`src/rtl/ide_bridge_pkg.sv`:
```
package ide_bridge_pkg;

    typedef enum logic [1:0] {
        SZ_BYTE = 2'd0,
        SZ_HALF = 2'd1,
        SZ_WORD = 2'd2,
        SZ_RSVD = 2'd3
    } acc_size_e;

    localparam logic [3:0] SEL_DATA = 4'd0;
    localparam logic [3:0] SEL_CTL  = 4'd8;

    typedef struct packed {
        logic        hit;
        logic [3:0]  sel;
        logic        word;
        logic [31:0] fill;
    } route_t;

    typedef struct packed {
        logic        rvalid;
        logic [31:0] rdata;
    } bridge_state_t;

endpackage

```
`src/rtl/ide_bridge_decode.sv`:
```
module ide_bridge_decode
    import ide_bridge_pkg::*;
#(
    parameter int ADDR_W       = 32,
    parameter int WIN_BITS     = 12,
    parameter int STRIDE_SHIFT = 4,
    parameter int TF_LAST      = 7,
    parameter int CTL_ALIAS_A  = 8,
    parameter int CTL_ALIAS_B  = 22
) (
    input  logic [ADDR_W-1:0] addr,
    input  logic [1:0]        size,
    output route_t            route
);
    localparam int IDX_W = WIN_BITS - STRIDE_SHIFT;

    logic [IDX_W-1:0] idx;
    logic             is_tf;
    logic             is_ctl;
    logic             is_zero;

    assign idx     = addr[WIN_BITS-1:STRIDE_SHIFT];
    assign is_tf   = (int'(idx) >= 1) && (int'(idx) <= TF_LAST);
    assign is_ctl  = (int'(idx) == CTL_ALIAS_A) || (int'(idx) == CTL_ALIAS_B);
    assign is_zero = (idx == '0);

    always_comb begin
        route      = '0;
        route.sel  = SEL_DATA;
        route.fill = 32'hFFFF_FFFF;
        unique case (acc_size_e'(size))
            SZ_BYTE: begin
                route.fill = 32'h0000_00FF;
                if (is_tf) begin
                    route.hit = 1'b1;
                    route.sel = 4'(idx);
                end else if (is_ctl) begin
                    route.hit = 1'b1;
                    route.sel = SEL_CTL;
                end
            end
            SZ_HALF: begin
                route.fill = 32'h0000_FFFF;
                route.hit  = is_zero;
            end
            SZ_WORD: begin
                route.hit  = is_zero;
                route.word = is_zero;
            end
            default: begin
                route.hit = 1'b0;
            end
        endcase
    end

endmodule

```
`src/rtl/ide_bridge_swap.sv`:
```
module ide_bridge_swap #(
    parameter int LANES = 4
) (
    input  logic                 word,
    input  logic [8*LANES-1:0]   din,
    output logic [8*LANES-1:0]   dout
);
    localparam int HALF_LANES = LANES / 2;

    logic [8*LANES-1:0] full_rev;
    logic [8*LANES-1:0] half_rev;

    genvar g;
    generate
        for (g = 0; g < LANES; g++) begin : g_full
            assign full_rev[8*g +: 8] = din[8*(LANES-1-g) +: 8];
        end
        for (g = 0; g < HALF_LANES; g++) begin : g_half
            assign half_rev[8*g +: 8] = din[8*(HALF_LANES-1-g) +: 8];
        end
        for (g = HALF_LANES; g < LANES; g++) begin : g_half_pad
            assign half_rev[8*g +: 8] = 8'h00;
        end
    endgenerate

    assign dout = word ? full_rev : half_rev;

endmodule

```
`src/rtl/ide_bridge.sv`:
```
module ide_bridge
    import ide_bridge_pkg::*;
#(
    parameter int ADDR_W       = 32,
    parameter int WIN_BITS     = 12,
    parameter int STRIDE_SHIFT = 4,
    parameter int TF_LAST      = 7,
    parameter int CTL_ALIAS_A  = 8,
    parameter int CTL_ALIAS_B  = 22
) (
    input  logic              clk,
    input  logic              rst_n,
    input  logic              bus_valid,
    input  logic              bus_we,
    input  logic [1:0]        bus_size,
    input  logic [ADDR_W-1:0] bus_addr,
    input  logic [31:0]       bus_wdata,
    output logic [31:0]       bus_rdata,
    output logic              bus_rvalid,
    output logic [3:0]        reg_idx,
    output logic              reg_wr,
    output logic              reg_rd,
    output logic              reg_word,
    output logic [31:0]       reg_wdata,
    input  logic [31:0]       reg_rdata
);
    localparam int LANES = 4;

    route_t        route;
    logic [31:0]   wr_swapped;
    logic [31:0]   rd_swapped;
    logic          is_byte;
    bridge_state_t st_d;
    bridge_state_t st_q;

    ide_bridge_decode #(
        .ADDR_W      (ADDR_W),
        .WIN_BITS    (WIN_BITS),
        .STRIDE_SHIFT(STRIDE_SHIFT),
        .TF_LAST     (TF_LAST),
        .CTL_ALIAS_A (CTL_ALIAS_A),
        .CTL_ALIAS_B (CTL_ALIAS_B)
    ) i_decode (
        .addr (bus_addr),
        .size (bus_size),
        .route(route)
    );

    ide_bridge_swap #(.LANES(LANES)) i_swap_wr (
        .word(route.word),
        .din (bus_wdata),
        .dout(wr_swapped)
    );

    ide_bridge_swap #(.LANES(LANES)) i_swap_rd (
        .word(route.word),
        .din (reg_rdata),
        .dout(rd_swapped)
    );

    assign is_byte = (acc_size_e'(bus_size) == SZ_BYTE);

    always_comb begin
        reg_idx   = route.hit ? route.sel : SEL_DATA;
        reg_rd    = bus_valid && !bus_we && route.hit;
        reg_wr    = bus_valid &&  bus_we && route.hit;
        reg_word  = route.hit && route.word;
        reg_wdata = '0;
        if (reg_wr) begin
            reg_wdata = is_byte ? {24'h0, bus_wdata[7:0]} : wr_swapped;
        end
    end

    always_comb begin
        st_d        = st_q;
        st_d.rvalid = bus_valid && !bus_we;
        if (bus_valid && !bus_we) begin
            if (!route.hit) begin
                st_d.rdata = route.fill;
            end else if (is_byte) begin
                st_d.rdata = {24'h0, reg_rdata[7:0]};
            end else begin
                st_d.rdata = rd_swapped;
            end
        end
    end

    always_ff @(posedge clk) begin
        if (!rst_n) begin
            st_q <= '0;
        end else begin
            st_q <= st_d;
        end
    end

    assign bus_rvalid = st_q.rvalid;
    assign bus_rdata  = st_q.rdata;


    read_then_valid_chk: assert property (@(posedge clk) disable iff (!rst_n)
        (bus_valid && !bus_we) |=> bus_rvalid);


    no_spurious_valid_chk: assert property (@(posedge clk) disable iff (!rst_n)
        !(bus_valid && !bus_we) |=> (!bus_rvalid && $stable(bus_rdata)));


    strobe_exclusive_chk: assert property (@(posedge clk) disable iff (!rst_n)
        !(reg_rd && reg_wr));


    strobe_needs_request_chk: assert property (@(posedge clk) disable iff (!rst_n)
        (reg_rd || reg_wr) |-> bus_valid);


    wide_offset_quiet_chk: assert property (@(posedge clk) disable iff (!rst_n)
        (bus_valid && !is_byte && (bus_addr[WIN_BITS-1:STRIDE_SHIFT] != '0)) |-> !(reg_rd || reg_wr));


    ctl_alias_route_chk: assert property (@(posedge clk) disable iff (!rst_n)
        (bus_valid && is_byte && ((int'(bus_addr[WIN_BITS-1:STRIDE_SHIFT]) == CTL_ALIAS_A) ||
                                  (int'(bus_addr[WIN_BITS-1:STRIDE_SHIFT]) == CTL_ALIAS_B)))
        |-> ((reg_idx == SEL_CTL) && (reg_rd || reg_wr)));


    rsvd_size_quiet_chk: assert property (@(posedge clk) disable iff (!rst_n)
        (bus_valid && (bus_size == 2'd3)) |-> !(reg_rd || reg_wr));


    data_port_wide_chk: assert property (@(posedge clk) disable iff (!rst_n)
        ((reg_rd || reg_wr) && (reg_idx == SEL_DATA)) |-> !is_byte);

endmodule

```
`config.mk`:
```
export PLATFORM = sky130hd
export DESIGN_NAME = ide_bridge
export DESIGN_NICKNAME = d
export VERILOG_FILES = /design/src/rtl/ide_bridge_pkg.sv /design/src/rtl/ide_bridge_decode.sv /design/src/rtl/ide_bridge_swap.sv /design/src/rtl/ide_bridge.sv
export SDC_FILE = /design/constraint.sdc
export NUM_CORES = 1
export LEC_CHECK = 0
export BUFFER_PORTS_ARGS = -buffer_cell sky130_fd_sc_hd__buf_2
export CAP_MARGIN = 10
export CELL_PAD_IN_SITES_DETAIL_PLACEMENT = 1
export CELL_PAD_IN_SITES_GLOBAL_PLACEMENT = 2
export CORE_ASPECT_RATIO = 0.6
export CORE_MARGIN = 2
export CORE_UTILIZATION = 22
export CTS_CLUSTER_DIAMETER = 200
export DETAILED_ROUTE_END_ITERATION = 16
export PLACE_DENSITY_LB_ADDON = 0.1
export SLEW_MARGIN = 30
export SYNTH_ARGS = -nofsm -noshare
export SYNTH_HDL_FRONTEND = slang
export SYNTH_SLANG_ARGS = --single-unit
```
`constraint.sdc`:
```
create_clock -name clk -period 3.12 [get_ports clk]
set_clock_uncertainty 0.05 [all_clocks]
set_input_delay 0.156 -clock clk [delete_from_list [all_inputs] [get_ports clk]]
set_output_delay 0.156 -clock clk [all_outputs]
set_load 0.03 [all_outputs]
```
==> out/metrics.csv, run 1 <==
stage,metric,value,unit
outcome,result of the run,"complete, no violations",
placed_design,number of buffers inserted by port buffering,149,
yosys,count of flip-flops with a built-in enable after synthesis,0,
cts,Max clock buf depth,2,
detailed_routing,antenna-violating nets left,0,
placed_design,Placed Instances,581,
setup_path,required time at the endpoint of the critical path,2910,ps
timing,Worst Tran Pin Value,906,ps
detailed_routing,Vias per Instance,5.03,
detailed_routing,Routed WL per cell,17.3,um
cells_and_area,ratio of cells with drive above 1 in the final layout,0.385,
floorplan,initial core utilization,0.224,
yosys,fraction of the yosys area taken by sequential cells,0.281,
timing,number of setup violations in the final report,0,
power_and_ir_drop,Peak VDD IR,190,uV
yosys,total of warnings raised by yosys,0,
floorplan,# IOs,174,
cts,clock sinks,33,
detailed_routing,DRC violation count after routing,0,
power_and_ir_drop,clock group share of total power,0.383,
cts,"Gates resized, CTS repair",0,
floorplan,Die Span X,137,um
power_and_ir_drop,Leak,0.00159,uW
power_and_ir_drop,total power per unit cell area,382,mW/mm2
cts,CTS tree,built,
timing,least setup slack across all paths after layout,594,ps
yosys,leading area contributor after synthesis,dfxtp_1,
detailed_routing,final wirelength,10.2,mm
cts,number of buffers created by CTS,5,
setup_path,peak fanout along the critical path,9,
yosys,Netlist Area Pre-Place,0.00235,mm2
cts,clock network latency to the later pin of the worst-skew pair,280,ps
placed_design,last weighted congestion value of the routability-driven placer,0.760,
global_route,number of global-route vias before repair,2862,
power_and_ir_drop,switching share of power,0.316,
global_route,total routing usage reported by global routing,0.173,
cts,number of H-tree levels,2,
detailed_routing,Starting DRT DRC Count,111,
floorplan,die area,0.0116,mm2
power_and_ir_drop,portion of total power attributed to sequential cells,0.372,
yosys,post-synth net total,416,
yosys,Most used DFF post-synth,dfxtp_1,
timing,final-layout setup total negative slack,0,ps
yosys,Synth area leaders,"dfxtp_1 (28%), o22ai_1 (8.5%), o211ai_1 (8.0%)",
setup_path,capturing element type of the critical path,primary output,
timing,Hold Slack,108,ps
setup_path,class of the most critical setup path,in2out,
floorplan,Die Y-Extent,84.1,um
yosys,post-synthesis cell count,309,
power_and_ir_drop,switching power,408,uW
cts,CTS hold repair buffers,0,
cts,buffer cell driving the clock tree root,clkbuf_16,
cells_and_area,number of fill cells,1323,
power_and_ir_drop,total internal power,885,uW
yosys,fraction of synthesis flops using an asynchronous set or reset pin,0,
global_route,total grt overflow,0,
worst_hold_path,hold crit path type,in2reg,
flow_run,number of max-cap violations,0,
timing,shortest clock period the worst path allows after layout,2530,ps
global_route,global-route wire length before repair,15.6,mm
timing,Max Fclk,0.396,GHz
placed_design,worst slack at placement,578,ps
cells_and_area,Layout Cells excl Fill,588,
yosys,Synth Register Bits,33,
global_route,largest net degree at the start of global routing,57,
timing,max-slew violation count,0,
timing,period utilisation layout,0.810,
floorplan,row count,29,
yosys,synthesized area divided by synthesized cell count,7.61,um2
cts,Post-CTS Setup Repair Bufs,0,
power_and_ir_drop,Gate power share,0.245,
timing,number of failing hold endpoints at the final stage,0,
cts,Clock transition at path regs,50,ps
setup_path,crit start category,input pin,
floorplan,area of the placeable core,0.0105,mm2
timing,worst slew margin relative to its limit,0.396,
cells_and_area,diodes inserted,0,
detailed_routing,vias after detailed routing,2955,
detailed_routing,first drt pass iteration count,4,
placed_design,Post-DP HPWL,7.76,mm
yosys,share of the synthesized area in the top cell type,0.281,
cells_and_area,area growth from synthesis to final layout,43.8,%
cells_and_area,Nets,556,
yosys,"Distinct cells, synth",40,
setup_path,arrival time at the worst endpoint,2320,ps
global_route,initial antenna violation count,0,
timing,RSZ-0062 raised after global routing,false,
power by group through the flow:
stage	Sequential, uW	Combinational [uW]	Clock, uW
after floorplan	558	107	0
after global placement	488	313	0
after detailed placement	489	318	0
after CTS	481	318	506
after global routing	484	345	527
final	481	317	496
layout by cell type, fill, tap and decap left out, types with 2 or more instances in the layout:
cell type	n
nor3_1	2
buf_4	12
mux2i_1	11
nor4_1	8
nand2_1	31
nor2_1	10
o21ai_0	33
a21oi_1	10
buf_2	149
o21bai_1	8
clkbuf_16	5
inv_1	11
o211ai_1	25
and3_1	2
and2_1	21
nor3b_1	2
a211oi_1	10
nor2b_1	2
ha_1	5
o22ai_1	32
dfxtp_1	33
a311oi_1	7
through the flow:
step / instance area [um2] / total power (uW) / utilization
global route: 3380 / 1360 / 0.323
finish: 3380 / 1290 / 0.323
CTS: 3380 / 1300 / 0.323
global placement: 3240 / 801 / 0.309
floorplan: 2350 / 665 / -
detailed placement: 3240 / 806 / 0.309
path summary, 6_finish.rpt:
path / end / slack [ps] / depth (start not counted) / start
hold / removal: bus_rdata[8] / 110 / 3 / reg_rdata[16]
setup / recovery: reg_wdata[1] / 590 / 9 / bus_size[0]
setup reg to reg: bus_rdata[4] / 2170 / 3 / bus_rdata[4]
hold reg to reg: bus_rdata[30] / 550 / 2 / bus_rdata[30]
routing by layer:
| metal | up-vias | track usage | wire length, um |
|---|---|---|---|
| met5 | - | 0 | 0 |
| met4 | 0 | 0.0244 | 80 |
| met3 | 8 | 0.0407 | 626 |
| met2 | 88 | 0.255 | 4270 |
| met1 | 1412 | 0.258 | 5170 |
| li1 | 1447 | - | - |
flip-flops by register name (all words and copies together), names as in the netlist:
signal,count
bus_rdata,32
bus_rvalid,1
cell usage after synthesis (all sizes together) (9+ instances only):
cell    count
mux2i      11
nand2      31
clkbuf     20
nor4        9
o22ai      32
a21oi      10
a211oi     10
inv        11
o211ai     25
o21ai      33
and2       21
nor2       10
dfxtp      33
cells by family (layout without fill, tap and decap cells):
family | Yosys count | after routing | synth area share
multiplexers | 12 | 12 | 0.0516
AND/OR/NAND/NOR | 91 | 91 | 0.215
flip-flops | 33 | 33 | 0.281
adder cells (fa/ha/maj) | 5 | 5 | 0.0266
buffers and inverters | 40 | 180 | 0.0745
AO/OA/AOI/OAI | 128 | 128 | 0.351
area by class of cell:
cell class	instances	area, um2	share of cell area
Multi-Input combinational cell	236	1520	0.451
Tap cell	139	174	0.0514
Inverter	12	45.0	0.0133
Clock buffer	7	143	0.0422
Timing Repair Buffer	161	836	0.247
Sequential cell	33	661	0.195
worst max-delay path: stages:
cell	delay (ps)
buf_2	110
inv_1	70
ha_1	350
nor3b_1	160
buf_4	150
mux2_2	270
o211ai_1	700
a311oi_1	110
buf_2	230
Power figures use the tool's default switching activity.
==> run 2, diff against run 1 <==
--- a/config.mk
+++ b/config.mk
@@ -5,13 +5,14 @@
 export SDC_FILE = /design/constraint.sdc
 export NUM_CORES = 1
 export LEC_CHECK = 0
+export ABC_AREA = 1
 export BUFFER_PORTS_ARGS = -buffer_cell sky130_fd_sc_hd__buf_2
 export CAP_MARGIN = 10
 export CELL_PAD_IN_SITES_DETAIL_PLACEMENT = 1
 export CELL_PAD_IN_SITES_GLOBAL_PLACEMENT = 2
 export CORE_ASPECT_RATIO = 0.6
 export CORE_MARGIN = 2
-export CORE_UTILIZATION = 22
+export CORE_UTILIZATION = 20
 export CTS_CLUSTER_DIAMETER = 200
 export DETAILED_ROUTE_END_ITERATION = 16
 export PLACE_DENSITY_LB_ADDON = 0.1
==> constraint.sdc (replaced) <==
create_clock -name clk -period 2.4 [get_ports clk]
set_clock_uncertainty 0.05 [all_clocks]
set_input_delay 0.12 -clock clk [delete_from_list [all_inputs] [get_ports clk]]
set_output_delay 0.12 -clock clk [all_outputs]
set_load 0.03 [all_outputs]
==> run 2 against run 1 <==
  * Count of clock-buffer cells in the layout fell by 2
  * Non-clock buffer count did not move
  * Via count rose by 16%
  * Setup slack got worse by 180 ps
  * Synthesized cell count rose by 55%
  * Final area rose by 13%
  * Combinational power rose by 32%
  * Critical path depth did not move
  * Hold slack got worse by 87 ps
  * Largest cell class unchanged
  * Global-route usage fell by 0.58 points
==> out/metrics.csv, run 2 <==
stage,metric,value,unit
cts,Clock transition at path regs,50,ps
timing,Worst Tran Pin Value,524,ps
detailed_routing,DRC violation count after routing,0,
timing,max-slew violation count,0,
floorplan,die area,0.0147,mm2
yosys,Netlist Area Pre-Place,0.00275,mm2
setup_path,arrival time at the worst endpoint,1810,ps
detailed_routing,first drt pass iteration count,4,
detailed_routing,vias after detailed routing,3440,
yosys,total of warnings raised by yosys,0,
cts,number of buffers created by CTS,5,
yosys,Synth area leaders,"dfxtp_1 (24%), nor2_1 (15%), nand3_1 (14%)",
placed_design,number of buffers inserted by port buffering,149,
detailed_routing,Routed WL per cell,15.2,um
setup_path,peak fanout along the critical path,13,
placed_design,last weighted congestion value of the routability-driven placer,0.822,
outcome,result of the run,"complete, no violations",
setup_path,crit start category,input pin,
floorplan,initial core utilization,0.203,
yosys,"Distinct cells, synth",29,
timing,RSZ-0062 raised after global routing,false,
cells_and_area,Layout Cells excl Fill,794,
timing,period utilisation layout,0.826,
global_route,global-route wire length before repair,19.0,mm
cts,Max clock buf depth,2,
yosys,leading area contributor after synthesis,dfxtp_1,
cells_and_area,diodes inserted,0,
global_route,initial antenna violation count,0,
cells_and_area,"commonest cells after routing, fill and taps aside","buf_2 (149), nor2_1 (106), nand2_1 (93)",
timing,shortest clock period the worst path allows after layout,1980,ps
yosys,Post-synth top cells,"nor2_1 (107), nand2_1 (93), nand3_1 (75)",
yosys,share of the synthesized area in the top cell type,0.240,
worst_hold_path,hold crit path type,in2reg,
cells_and_area,Nets,725,
cells_and_area,area growth from synthesis to final layout,38.8,%
timing,Max Fclk,0.504,GHz
power_and_ir_drop,Peak VDD IR,207,uV
power_and_ir_drop,total power per unit cell area,437,mW/mm2
setup_path,class of the most critical setup path,in2out,
detailed_routing,final wirelength,12.1,mm
cts,clock sinks,33,
cts,number of H-tree levels,2,
setup_path,cell type of the slowest stage on the worst timing path,nand2_2,
timing,final-layout setup total negative slack,0,ps
cts,buffer cell driving the clock tree root,clkbuf_16,
yosys,synthesized area divided by synthesized cell count,5.74,um2
global_route,total grt overflow,0,
timing,number of setup violations in the final report,0,
timing,number of failing hold endpoints at the final stage,0,
cts,CTS tree,built,
floorplan,row count,33,
global_route,largest net degree at the start of global routing,37,
global_route,met3 layer usage reported by global route,0.0376,
floorplan,Die Span X,155,um
global_route,number of global-route vias before repair,3476,
cells_and_area,most common library cell in the layout ignoring fill and taps,buf_2,
yosys,fraction of the yosys area taken by sequential cells,0.240,
yosys,count of flip-flops with a built-in enable after synthesis,0,
cts,CTS hold repair buffers,0,
yosys,Most used DFF post-synth,dfxtp_1,
cells_and_area,flip-flop count of the largest register after layout,32,
detailed_routing,Vias per Instance,4.33,
yosys,post-synth net total,586,
timing,worst slew margin relative to its limit,0.649,
floorplan,area of the placeable core,0.0135,mm2
setup_path,CP Cell Sequence,buf_2 > nor2_1 > nand2_2 > nor2_8 > nand2_2 > nor2_8 > inv_2 > nor3_1 > buf_2,
floorplan,# IOs,174,
cts,Post-CTS Setup Repair Bufs,0,
placed_design,Post-DP HPWL,9.67,mm
detailed_routing,antenna-violating nets left,0,
yosys,Synth Register Bits,33,
setup_path,crit-path max cell delay,290,ps
cells_and_area,ratio of cells with drive above 1 in the final layout,0.307,
global_route,total routing usage reported by global routing,0.167,
yosys,post-synthesis cell count,479,
floorplan,Die Y-Extent,94.8,um
cts,clock network latency to the later pin of the worst-skew pair,280,ps
placed_design,Placed Instances,786,
detailed_routing,Starting DRT DRC Count,160,
yosys,most frequently used cell type in the post-synthesis netlist,nor2_1,
setup_path,capturing element type of the critical path,primary output,
flow_run,number of max-cap violations,0,
cells_and_area,Finished Core Util,0.282,
global_route,met2 capacity usage during global routing,0.254,
yosys,fraction of synthesis flops using an asynchronous set or reset pin,0,
power_and_ir_drop,Leak,0.00221,uW
cts,"Gates resized, CTS repair",0,
setup_path,required time at the endpoint of the critical path,2230,ps
global_route,peak-usage layer in the global routing report,met2,
global_route,GR met1 Demand/Resource,0.244,
run 2: cell types whose count changed in the layout (fill, tap and decap cells not counted), sizes merged, moves of 9 or more:
cell,change
o211ai,-24
a21oi,-9
nor2,+99
mux2i,-11
nor3,+14
and2,-21
o22ai,-31
nand3,+75
nor4,-9
nand2,+69
inv,+51
run 2: cells by family (layout without fill, tap and decap cells):
logic type | Yosys count | after routing | share of synthesized area
AOI/OAI and AO/OA | 41 | 41 | 0.0883
and+or+nand+nor | 305 | 305 | 0.503
DFF | 33 | 33 | 0.240
adders and majority gates | 5 | 5 | 0.0228
buffers and inverters | 95 | 235 | 0.146
run 2: critical path: cells and delay by family:
kind	cells	cell delay [ps]
simple gates	6	1250
buf+inv	3	440
run 2: path summary, 6_finish.rpt:
kind / from / end / slack [ps] / depth (start not counted)
setup / recovery: bus_addr[11] / reg_wdata[28] / 420 / 9
setup reg to reg: bus_rdata[10] / bus_rdata[10] / 1670 / 4
hold reg to reg: bus_rdata[2] / bus_rdata[2] / 480 / 2
hold / removal: bus_we / bus_rvalid / 20 / 2
run 2: power breakdown:
part | switching (uW) | internal [uW]
registers | 19.5 | 586
clock network | 261 | 381
logic | 280 | 139
total | 561 | 1110
run 2: routing by layer:
| layer | part of all wire | vias to the layer above | wire [um] |
|---|---|---|---|
| met2 | 0.41 | 79 | 4940 |
| met1 | 0.54 | 1571 | 6550 |
| met4 | 0.0037 | 0 | 45 |
| met5 | 0 | - | 0 |
| met3 | 0.046 | 5 | 551 |
| li1 | - | 1785 | - |
run 2: final cells by class:
| class | instances | area [um2] |
|---|---|---|
| Multi-Input combinational cell | 351 | 1690 |
| Fill cell | 1824 | 9730 |
| Tap cell | 175 | 219 |
| Sequential cell | 33 | 661 |
| Timing Repair Buffer | 161 | 848 |
| Clock inverter | 3 | 17.5 |
| Inverter | 66 | 250 |
| Clock buffer | 5 | 125 |
run 2: per-stage QoR:
stage               worst slack, ps  hold slack (ps)  area (um2)  power [uW]
floorplan                       414              149        2750         860
global placement                421              304        3670        1040
detailed placement              394              315        3670        1040
CTS                             398             15.6        3810        1690
global route                    185             17.8        3810        1770
finish                          417             21.7        3810        1670
